## config.mk

```make
export PLATFORM = sky130hd
export DESIGN_NAME = poll_responder
export DESIGN_NICKNAME = d
export VERILOG_FILES = /design/src/rtl/poll_pkg.sv /design/src/rtl/poll_bus_decode.sv /design/src/rtl/poll_last_word.sv /design/src/rtl/poll_status_mux.sv /design/src/rtl/poll_responder.sv
export SDC_FILE = /design/constraint.sdc
export NUM_CORES = 1
export LEC_CHECK = 0
export ABC_CLOCK_PERIOD_IN_PS = 2400
export BUFFER_PORTS_ARGS = -buffer_cell sky130_fd_sc_hd__buf_2
export CORE_ASPECT_RATIO = 0.6
export CORE_MARGIN = 2
export CORE_UTILIZATION = 46
export DETAILED_ROUTE_END_ITERATION = 10
export GPL_TIMING_DRIVEN = 0
export HOLD_SLACK_MARGIN = 0.1
export PLACE_DENSITY_LB_ADDON = 0.15
export SLEW_MARGIN = 20
export SYNTH_ARGS = -nofsm -noshare
export SYNTH_HDL_FRONTEND = slang
export SYNTH_SLANG_ARGS = --single-unit
```

## constraint.sdc

```tcl
create_clock -name clk -period 2.4 [get_ports clk]
set_input_delay 0.12 -clock clk [delete_from_list [all_inputs] [get_ports clk]]
set_output_delay 0.12 -clock clk [all_outputs]
set_load 0.01 [all_outputs]
```

## src/rtl/poll_pkg.sv

```systemverilog
package poll_pkg;

    localparam int LANE_W = 8;

    typedef enum logic [1:0] {
        BUS_IDLE,
        BUS_READ,
        BUS_LOAD,
        BUS_CONFLICT
    } bus_op_e;

    // Classify one bus cycle from the strobes and the number of selected banks.
    function automatic bus_op_e classify(input logic oe_n, input logic we_n,
                                         input int unsigned n_sel);
        bus_op_e op;
        op = BUS_IDLE;
        if (n_sel > 1) begin
            op = BUS_CONFLICT;
        end else if (n_sel == 1) begin
            if (!oe_n && we_n) begin
                op = BUS_READ;
            end else if (oe_n && !we_n) begin
                op = BUS_LOAD;
            end
        end
        return op;
    endfunction

endpackage

```

## src/rtl/poll_bus_decode.sv

```systemverilog
module poll_bus_decode
    import poll_pkg::*;
#(
    parameter int NBANK = 4,
    localparam int BW = (NBANK > 1) ? $clog2(NBANK) : 1
) (
    input  logic [NBANK-1:0] cs_n,
    input  logic             oe_n,
    input  logic             we_n,
    output bus_op_e          op,
    output logic [BW-1:0]    bank
);

    int unsigned n_sel;

    always_comb begin
        n_sel = 0;
        bank  = '0;
        for (int b = 0; b < NBANK; b++) begin
            if (!cs_n[b]) begin
                n_sel = n_sel + 1;
                bank  = BW'(b);
            end
        end
        op = classify(oe_n, we_n, n_sel);
    end

endmodule

```

## src/rtl/poll_last_word.sv

```systemverilog
module poll_last_word #(
    parameter int TW = 19,
    parameter int DW = 16
) (
    input  logic          clk,
    input  logic          rst,
    input  logic          load,
    input  logic [TW-1:0] tag_in,
    input  logic [DW-1:0] data_in,
    output logic          held,
    output logic [TW-1:0] tag_q,
    output logic [DW-1:0] data_q
);

    always_ff @(posedge clk) begin
        if (rst) begin
            held   <= 1'b0;
            tag_q  <= '0;
            data_q <= '0;
        end else if (load) begin
            held   <= 1'b1;
            tag_q  <= tag_in;
            data_q <= data_in;
        end
    end

    AST_LOAD_CAPTURE: assert property (@(posedge clk) disable iff (rst)
        load |=> (held && data_q == $past(data_in) && tag_q == $past(tag_in)));

endmodule

```

## src/rtl/poll_status_mux.sv

```systemverilog
module poll_status_mux #(
    parameter int TW = 19,
    parameter int DW = 16,
    localparam int LANES = DW / poll_pkg::LANE_W
) (
    input  logic          clk,
    input  logic          rst,
    input  logic          busy,
    input  logic [TW-1:0] rd_tag,
    input  logic          held,
    input  logic [TW-1:0] last_tag,
    input  logic [DW-1:0] last_data,
    input  logic [DW-1:0] arr_data,
    output logic          hit,
    output logic [DW-1:0] data_o
);

    logic [DW-1:0] flag_mask;

    for (genvar l = 0; l < LANES; l++) begin : g_lane
        assign flag_mask[l*poll_pkg::LANE_W +: poll_pkg::LANE_W] =
            {1'b1, {(poll_pkg::LANE_W-1){1'b0}}};
    end

    always_comb begin
        hit    = busy && held && (rd_tag == last_tag);
        data_o = hit ? ((arr_data & ~flag_mask) | (~last_data & flag_mask))
                     : arr_data;
    end

    AST_PASS_THROUGH: assert property (@(posedge clk) disable iff (rst)
        !hit |-> data_o == arr_data);

    AST_IDLE_TRUE: assert property (@(posedge clk) disable iff (rst)
        !busy |-> data_o == arr_data);

endmodule

```

## src/rtl/poll_responder.sv

```systemverilog
module poll_responder
    import poll_pkg::*;
#(
    parameter int NBANK = 4,
    parameter int AW    = 17,
    parameter int DW    = 16,
    localparam int BW   = (NBANK > 1) ? $clog2(NBANK) : 1,
    localparam int TW   = BW + AW
) (
    input  logic             clk,
    input  logic             rst,
    input  logic             busy,
    input  logic [NBANK-1:0] cs_n,
    input  logic             oe_n,
    input  logic             we_n,
    input  logic [AW-1:0]    addr,
    input  logic [DW-1:0]    wr_data,
    input  logic [DW-1:0]    arr_data,
    output logic [DW-1:0]    rd_data,
    output logic             rd_en
);

    bus_op_e       op;
    logic [BW-1:0] bank;
    logic [TW-1:0] cur_tag;
    logic          held;
    logic [TW-1:0] last_tag;
    logic [DW-1:0] last_data;
    logic          hit;
    logic [DW-1:0] poll_word;

    poll_bus_decode #(.NBANK(NBANK)) u_dec (
        .cs_n (cs_n),
        .oe_n (oe_n),
        .we_n (we_n),
        .op   (op),
        .bank (bank)
    );

    assign cur_tag = {bank, addr};

    poll_last_word #(.TW(TW), .DW(DW)) u_last (
        .clk     (clk),
        .rst     (rst),
        .load    (op == BUS_LOAD),
        .tag_in  (cur_tag),
        .data_in (wr_data),
        .held    (held),
        .tag_q   (last_tag),
        .data_q  (last_data)
    );

    poll_status_mux #(.TW(TW), .DW(DW)) u_mux (
        .clk       (clk),
        .rst       (rst),
        .busy      (busy),
        .rd_tag    (cur_tag),
        .held      (held),
        .last_tag  (last_tag),
        .last_data (last_data),
        .arr_data  (arr_data),
        .hit       (hit),
        .data_o    (poll_word)
    );

    always_ff @(posedge clk) begin
        if (rst) begin
            rd_en   <= 1'b0;
            rd_data <= '0;
        end else begin
            rd_en   <= (op == BUS_READ);
            rd_data <= (op == BUS_READ) ? poll_word : '0;
        end
    end

    AST_READ_DRIVES: assert property (@(posedge clk) disable iff (rst)
        ($countones(~cs_n) == 1 && !oe_n && we_n) |=> rd_en);

    AST_QUIET_ON_WRITE: assert property (@(posedge clk) disable iff (rst)
        !we_n |=> (!rd_en && rd_data == '0));

    AST_MULTI_SEL_QUIET: assert property (@(posedge clk) disable iff (rst)
        ($countones(~cs_n) > 1) |=> !rd_en);

    AST_INHIBIT_HOLDS: assert property (@(posedge clk) disable iff (rst)
        (!oe_n && !we_n) |=> ($stable(last_data) && $stable(last_tag)));

    AST_TRUE_WHEN_IDLE: assert property (@(posedge clk) disable iff (rst)
        (!busy && $countones(~cs_n) == 1 && !oe_n && we_n)
            |=> rd_data == $past(arr_data));

endmodule

```

==> flow_summary.json <==
{
  "area_growth_pct": 43.6,
  "cp.arrival_ns": 2.42,
  "postSynthAreaPerCell_um2": 10.2,
  "synth.cell_area_um2": 1640,
  "place_ws_ns": -0.128,
  "p_per_area_nw_per_um2": 554,
  "insertion_delay_ns": 0.29,
  "routed_wl_um": 3650,
  "fin_worst_skew_ns": 0.00380,
  "peakVddDrop_mv": 0.357,
  "cts_resized": 0,
  "fillers": 280,
  "fin_ws_ns": 0.146,
  "antenna_left": 0,
  "topRoutingLayerUsed": "met4",
  "met1Wirelength_um": 1670,
  "die_y_um": 50.2,
  "dr_wl_met3_um": 234,
  "synth_area_leaders": "dfxtp_1, mux2i_1, xnor2_1",
  "regArea_um2": 781,
  "drc_errors": 0,
  "layout_commonest_cell": "buf_2",
  "post_drt_wl_per_cell_um": 12.1,
  "hpwl_um": 2570,
  "cts_tree": "yes",
  "seq_power_share": 0.522,
  "power_switching_share": 0.239,
  "syn-num-nets": 222,
  "fin_nets": 316,
  "finalHoldViolations": 0,
  "synth_warnings": 0,
  "post-route-min-period_ns": 2.25,
  "portBuffers": 59,
  "crit_type": "input port to flip-flop",
  "die_w_um": 81.0,
  "overflow": 0,
  "end_kind": "flip-flop",
  "status": "completed",
  "fp.coreArea_um2": 3320,
  "cts.clk_slew.worst_paths_ns": 0.07,
  "final_cell_mix": "buf_2, dfxtp_1, dlygate4sd3_1, mux2i_1, nor2_1",
  "htreeDepth": 2,
  "yosysSeqAreaShare": 0.477,
  "synth_cells": 161,
  "regToRegSetupSlack_ns": 0.60,
  "n_antenna_cell": 0,
  "antenna_found_initial": 0,
  "die-area_um2": 4060,
  "tightestPinTransition_ns": 0.604,
  "final.setup.tns_ns": 0,
  "rows": 16,
  "yosys.area.top_type": "dfxtp_1",
  "num_io_pins": 75,
  "routabilityCongestion": 0.772,
  "synth.distinct_cells": 29,
  "vias": 1404,
  "max-slew-margin-rel": 0.597,
  "p_leak_nw": 1.17,
  "grt_max_degree": 12,
  "finalSetupViolations": 0,
  "p_clk_frac": 0.319,
  "grt_pass1_wl_um": 5980,
  "drt_first_iter_violations": 43,
  "grt_pass1_vias": 1404,
  "multi_input_area_um2": 798,
  "drive_above_1_share": 0.273,
  "synthDominantCellAreaShare": 0.477,
  "max_freq_mhz": 444,
  "start_kind": "input port",
  "finalCritPeriodShare": 0.939,
  "start_util": 0.492,
  "internal-power_uw": 991,
  "placed_area_um2": 1990,
  "grt.total_usage": 0.197,
  "max_cap_viol_count": 0,
  "cts_sinks": 39,
  "finalMaxSlewViolations": 0,
  "stdcell_area_um2": 2350,
  "cts_root_buffer": "clkbuf_8",
  "cts_buffers": 5,
  "cts_buffer_depth": 2,
  "required_ns": 2.56,
  "hold_class": "input port to flip-flop",
  "wl_met2_um": 1670,
  "dr.pass1.iters": 4,
  "switching_power_uw": 311,
  "ys_seq_elements": 39,
  "p_comb_frac": 0.158,
  "post_cts_buffers": 0,
  "crit_fanout": 10,
  "rsz0062_at_grt": "true",
  "viasPerCell": 4.66
}
## path summary, 6_finish.rpt
kind	start	to	cells past startpoint
min	addr[15]	u_last.tag_q[15]$_SDFFE_PP0N_	3
max reg2reg	u_last.tag_q[18]$_SDFFE_PP0N_	rd_data[7]$_SDFF_PP0_	5
min reg2reg	u_last.held$_SDFFE_PP0N_	u_last.held$_SDFFE_PP0N_	2
max	cs_n[1]	u_last.tag_q[5]$_SDFFE_PP0N_	11
## synthesized netlist by cell type, drive strengths merged
cell	number
nor2b	1
xor2	4
and2	14
dfxtp	39
nand2b	2
or3	2
xnor2	15
a21o	1
nand2	3
o21ai	3
o21a	1
o221ai	1
and3b	2
or4	1
nor4	1
or2	1
buf	3
ha	3
nand4	4
a21oi	4
nor2	21
inv	5
mux2i	22
a21boi	2
nand3b	1
clkbuf	3
o2111ai	2
## routing by layer
metal / track usage / vias up
met5: 0 / -
met4: 0.0819 / 0
met3: 0.0594 / 11
met2: 0.333 / 46
met1: 0.234 / 625
li1: - / 722
## final cells by class
cell class,count,share of cell area
Timing Repair Buffer,87,0.245
Sequential cell,39,0.332
Tap cell,45,0.0240
Inverter,5,0.00799
Clock inverter,1,0.00213
Multi-Input combinational cell,111,0.340
Clock buffer,7,0.0325
Buffer,6,0.0160
## kinds of logic (layout without fill, tap and decap cells)
logic type,count (synthesis),count (layout),share of synthesized area
buffers and inverters,11,106,0.0344
AOI/OAI and AO/OA,14,14,0.0559
adders and majority gates,3,3,0.0230
DFF,39,39,0.477
xor gates and xnor gates,19,19,0.102
and+or+nand+nor,53,53,0.173
muxes,22,22,0.135
## metrics by stage
stage               utilization  std cells  hold WS [ns]  power (mW)
floorplan                     -        161         0.189       0.797
global placement          0.598        265         0.319       0.856
detailed placement        0.598        265         0.322       0.864
CTS                       0.707        301         0.101        1.31
global route              0.707        301         0.112        1.36
finish                    0.707        301        0.0984        1.30
## power groups by stage
stage	registers [mW]	clock network (mW)	logic, mW
after floorplan	0.696	0	0.101
after global placement	0.693	0	0.163
after detailed placement	0.694	0	0.170
after CTS	0.680	0.428	0.206
after global routing	0.682	0.453	0.229
final	0.680	0.416	0.206
## repair_timing
item / 4_1_cts / 5_1_grt
hold buffers: 28 / 0
endpoints found under the hold margin: 29 / 0
endpoints found under the setup margin: 0 / 3
## critical path: stages
cell and delay [ns]:
buf_2 0.10, inv_1 0.04, ha_1 0.34, xnor2_1 0.18, ha_1 0.24, or2_1 0.24
o221ai_1 0.24, o2111ai_1 0.36, buf_4 0.33, mux2i_1 0.17, nor2_1 0.05
## flip-flops by register name, summed over array words and instances (netlist names)
name and flops:
rd_en 1, rd_data 16, u_last.data_q 2, u_last.tag_q 19, u_last.held 1
(Power assumes the default switching activity.)
